[config.mk]
export PLATFORM = sky130hd
export DESIGN_NAME = bfp_shift_tracker
export DESIGN_NICKNAME = d
export VERILOG_FILES = /design/src/rtl/bfp_shift_tracker.sv
export SDC_FILE = /design/constraint.sdc
export NUM_CORES = 1
export LEC_CHECK = 0
export ABC_AREA = 1
export BUFFER_PORTS_ARGS = -buffer_cell sky130_fd_sc_hd__buf_2
export CORE_ASPECT_RATIO = 1.5
export CORE_MARGIN = 2
export CORE_UTILIZATION = 60
export DETAILED_ROUTE_END_ITERATION = 16
export PLACE_DENSITY = 0.89
export SLEW_MARGIN = 20
export SYNTH_ARGS = -nofsm -noshare
export SYNTH_HDL_FRONTEND = slang
export SYNTH_SLANG_ARGS = --single-unit
[constraint.sdc]
create_clock -name clk -period 5.2 [get_ports clk]
set_input_delay 0.78 -clock clk [delete_from_list [all_inputs] [get_ports clk]]
set_output_delay 0.78 -clock clk [all_outputs]
set_load 0.01 [all_outputs]
[src/rtl/bfp_shift_tracker.sv]
module bfp_shift_tracker #(
  parameter int W = 32,
  localparam int SW = $clog2(W)
) (
  input  logic          clk,
  input  logic          rst_n,
  input  logic          in_valid,
  input  logic          in_first,
  input  logic          in_last,
  input  logic [W-1:0]  in_data,
  input  logic          in_sign,
  output logic          out_valid,
  output logic          out_first,
  output logic          out_last,
  output logic [W-1:0]  out_data,
  output logic [SW-1:0] out_shift,
  output logic [SW-1:0] out_meas
);

  logic [W-1:0]  mag;
  logic [SW-1:0] lead, cand, run_min, app_shift;

  assign mag = in_data ^ {W{in_sign}};

  always_comb begin
    lead = SW'(W - 1);
    for (int i = 0; i < W; i++)
      if (mag[i]) lead = SW'(W - 1 - i);
  end

  assign cand     = (in_first || lead < run_min) ? lead : run_min;
  assign out_meas = run_min;

  always_ff @(posedge clk or negedge rst_n) begin
    if (!rst_n) begin
      run_min   <= SW'(W - 1);
      app_shift <= '0;
      out_valid <= 1'b0;
      out_first <= 1'b0;
      out_last  <= 1'b0;
      out_data  <= '0;
      out_shift <= '0;
    end else begin
      out_valid <= in_valid;
      out_first <= in_valid & in_first;
      out_last  <= in_valid & in_last;
      if (in_valid) begin
        run_min   <= cand;
        out_data  <= in_data << app_shift;
        out_shift <= app_shift;
        if (in_last) app_shift <= cand;
      end
    end
  end

endmodule

# Word-level counts from Yosys, hierarchy flattened
# Cells that the tools add are included.
[totals]
memories = 0
latchBits = 0
inputBits = 38
elab_cells = 46
out_inout_bits = 45
rom_bits = 0
mem_bits_rw = 0
register_bits = 50
[classes]
div_mod_pow = 0
multipliers = 0
n_reduce_logical = 2
muxes = 32
n_addsub = 0
n_eq_ne = 0
magnitude_cmp = 1
n_bitwise = 3
shifts = 1
[op_table]
columns = ["operator", "count"]
rows = [
  ["two-way mux 5 bit", 30],
  ["<< shifter 32 x 5 -> 32 bit", 1],
  ["XOR 32 bit", 1],
  ["< comparator 5 bit", 1],
  ["AND 1 bit", 2],
  ["two-way mux 2 bit", 1],
  ["AND reduction 2 bit", 1],
  ["logical OR 1 bit", 1],
  ["two-way mux 1 bit", 1],
]

# Logic depth before layout (Yosys ltp)
[depth]
depth_word = 35
depth_mapped = 40
ltp_nobuf = 39

# Worst setup path after synthesis
# OpenSTA, ideal clock, no wires.
[synth_timing]
kind = "input -> register"
from = "in in_sign"
to = "reg app_shift[0]"
t_arrival_ns = 3.182
path_buffers = 3
setup_ns = 0.117
path_slack_ns = 1.900
path_stages = 26
t_required_ns = 5.083
cell_sequence = "buf_6 -> buf_12 -> clkbuf_4 -> nand2_1 -> inv_1 -> o21ai_1 -> nand2_1 -> a21oi_1 -> nor2_1 -> nor2_1 -> nor2_1 -> nor2_1 -> nor2_1 -> nor2_1 -> nor2_1 -> o21bai_1 -> a21oi_1 -> ha_1 -> a21oi_1 -> nor2_1 -> a211oi_1 -> nand2_4 -> nand2_4 -> nand2_2 -> nand3_1 -> nand2_1"
[synth_via]
elab_chain_len = 35
[synth_lines]
columns = ["item", "line", "rtl"]
rows = [
  ["start, declared", "11", "input logic in_sign,"],
  ["XOR 32 bit *", "23", "assign mag = in_data ^ {W{in_sign}};"],
  ["two-way mux 1 bit", "28", "if (mag[i]) lead = SW'(W - 1 - i);"],
  ["two-way mux 2 bit", "28", ""],
  ["two-way mux 5 bit (28 in a row)", "28", ""],
  ["two-way mux 5 bit *", "28", ""],
  ["< comparator 5 bit", "31", "assign cand = (in_first || lead < run_min) ? lead : run_min;"],
  ["logical OR 1 bit", "31", ""],
  ["two-way mux 5 bit *", "31", ""],
  ["end signal, assigned", "51", "if (in_last) app_shift <= cand;"],
  ["end, declared", "21", "logic [SW-1:0] lead, cand, run_min, app_shift;"],
]
# Mark *: on every way between the ends. The rest lies on a longest branch, timed or not.
# A chain may end at the register's enable or synchronous reset.

# Worst setup path after layout
# Same ends and word-level chain as after synthesis.

==> key figures <==
Pwr
  • Pwr dens: between 500 and 600 mW/mm²
  • Internal power: about 1200 µW
  • Clock power share: 0.086
  • Gate power share: 0.608
  • Worst-case vdd ir drop: ~290 µV
  • Switching share of power: 0.5169
  • LEAKAGE: between 0.002 and 0.0025 µW
  • Sequential Power Share: 0.306
  • Switching pwr: approximately 1300 µW

Placement
  • DP Area: around 0.0043 mm²
  • Pre-CTS setup slack: 1213 ps
  • Detailed placer's ending HPWL: between 7000 and 8000 µm
  • RD Place Congestion: ~0.93
  • Port bufs: 82

Worst setup path
  • FF-to-FF Start: app_shift[0]
  • Worst path max stage delay: 680 ps
  • Worst-path maximum fanout: 33
  • CP max stage cell: buf_2
  • Critical setup path kind: in2reg
  • Critical Path End Type: flop
  • Worst Setup Start Kind: primary input
  • Worst Setup SP: in_sign
  • CP arrival: 3940 ps
  • Critical Path RT: roughly 5400 ps
  • Most common cell on crit path: nand2_1

Finish
  • Fin area: 0.004428 mm²
  • Area grow syn2layout: 9.363%
  • Share of cells above drive strength 1: 0.1707
  • Register area: around 0.0013 mm²
  • Nets: between 700 and 800
  • Antenna Cells: 0
  • Area of the multi-input gates: ~0.0024 mm²
  • Fill cell count: 559

Synth
  • Yosys cell types: 34
  • Most common cell in the netlist: nand2_1
  • Cell taking the most area after synthesis: dfrtp_1
  • Main synth FF type: dfrtp_1
  • Share of the synthesized area in the top cell type: 0.2781
  • Post-synth EDFFs: 0
  • Mapped Cells: 613
  • Largest cells by area after synthesis: dfrtp_1, nand2_1, o21ai_0
  • Commonest cells post-synth: nand2_1, o21ai_0, nand3_1
  • Post-Syn Area: between 0.004 and 0.005 mm²
  • Warnings, synthesis: 0
  • Async SR Flop Fraction: 1.000
  • Flops & latches, synth: 50
  • Post-synthesis sequential area ratio: 0.3106
  • Syn_nets: ~660
  • Post-Syn Area per Cell: 6.605 µm²

Route
  • DRC viols: 0
  • Met2 wire length: ~4900 µm
  • Detailed route wirelength on metal3: 626 µm
  • 1st-pass router iterations: 5
  • Iter 0 DRT Violations: 286
  • WL final: ~10000 µm
  • Via count: ~4200
  • Via density: about 5.7
  • M1 wire length: about 4100 µm
  • DR top layer: met4
  • Wire per inst: 13.43 µm
  • Antenna violation net count after detailed routing: 0

Clocking
  • Clock buffer depth: 2
  • CTS tree: built
  • TritonCTS Sinks: 50
  • Clk root buf: clkbuf_8
  • Clock buffer count from CTS: 5
  • Clk slew on worst S/H paths: roughly 90 ps
  • Hold-fix buffers, CTS: 0
  • Post-CTS sizing: 0
  • Clock Latency Late Sink: a little over 300 ps
  • Post-CTS setup buffer count: 0
  • Htree depth: 2

Die
  • Ports: a little over 80
  • DIE WIDTH: between 70 and 80 µm
  • Initial Util: 0.6199
  • CORE AREA: around 0.0065 mm²
  • Std-Cell Rows: 36
  • Die area: around 0.0074 mm²
  • DIE HEIGHT: between 100 and 150 µm

GRT
  • Total track usage: 0.2782
  • Largest net degree at the start of global routing: just over 50
  • Vias in the first global route: around 4000
  • Total congestion overflow: 0
  • Initial antenna violation count: 0
  • First-pass GRT wire length: 17280 µm

Timing
  • Unrepaired setup endpoints after global routing: false
  • Fin Hold WS: around 470 ps
  • Worst slew pin tran: between 900 and 1000 ps
  • Fin crit period: ~3700 ps
  • Setup TNS: 0 ps
  • Fin crit share: 0.7177
  • Final setup fails: 0
  • Max Clk Rate: ~0.27 GHz
  • Final hold vios: 0
  • Fin. max-slew vios: 0
  • Fin worst setup slack: between 1000 and 1500 ps
  • Skew final: ~12 ps
  • Relative slew slack: 0.3462

Min path
  • Min-Delay Path Class: in2async

Status
  • Status: finished clean

Job
  • Max_cap viols: 0
-- power by group through the flow --
stage	combinational (µW)	clock (µW)	sequential (µW)
floorplan	1130	0	759
global placement	1480	0	768
detailed placement	1530	0	782
CTS	1530	222	775
global route	1750	240	811
finish	1550	220	779
-- state kept, by name (all words and copies together), names as in the netlist --
| register | flops |
|---|---|
| app_shift | 5 |
| out_data | 32 |
| out_first | 1 |
| out_last | 1 |
| out_meas | 5 |
| out_shift | 5 |
| out_valid | 1 |
-- layer usage --
metal,vias to the layer above,global-route usage
met4,0,0.1307
met2,181,0.4586
met5,-,0
li1,2104,-
met3,29,0.03086
met1,1934,0.3608
-- layout make-up --
cell class | count | area share
timing repair buffer | 84 | 0.09664
multi-input combinational | 493 | 0.5510
inverter | 33 | 0.02797
clock buffer | 7 | 0.01724
clock inverter | 1 | 0.001695
sequential | 50 | 0.2840
tap | 76 | 0.02147
-- path summary, 6_finish.rpt --
path | depth (start not counted) | endpoint | slack (ps)
max reg2reg | 9 | out_data[4] | 1980
max | 38 | app_shift[0] | 1470
max in group asynchronous | 1 | out_data[0] | 4310
min | 1 | out_data[10] | 470
min reg2reg | 2 | out_data[3] | 480
min in group clk | 2 | out_data[3] | 480
-- logic make-up (layout without fill, tap and decap cells) --
family | count (synthesis) | count (layout) | share of synthesized area
buffers and inverters | 70 | 125 | 0.08684
and+or+nand+nor | 346 | 346 | 0.3489
DFF | 50 | 50 | 0.3106
xor gates and xnor gates | 28 | 28 | 0.06891
adders and majority gates | 4 | 4 | 0.01236
muxes | 8 | 8 | 0.01978
AOI/OAI and AO/OA | 107 | 107 | 0.1527
-- metrics by stage --
stage	power (µW)	std cells	utilization
4_1_cts	2528	744	0.6776
2_1_floorplan	1885	613	-
6_report	2546	744	0.6780
3_5_place_dp	2308	736	0.6648
5_1_grt	2798	744	0.6780
3_3_place_gp	2244	736	0.6648
-- layout by cell type (no fill, tap or decap), types with 3 or more instances in the layout --
cell / count
a31oi_1: 4
a21oi_1: 3
o21ai_0: 73
nor2_1: 36
nand2_1: 243
dfstp_2: 5
o221ai_1: 9
nand3_1: 52
o211ai_1: 13
inv_1: 29
mux2i_1: 8
nand2_2: 8
dfrtp_1: 45
buf_4: 3
buf_2: 81
ha_1: 4
xnor2_1: 25
clkbuf_8: 5
-- critical path: cells and delay by family --
kind	cells	cell delay, ps
AND/OR/NAND/NOR	37	2460
buffers and inverters	1	680
Power figures use the tool's default switching activity.
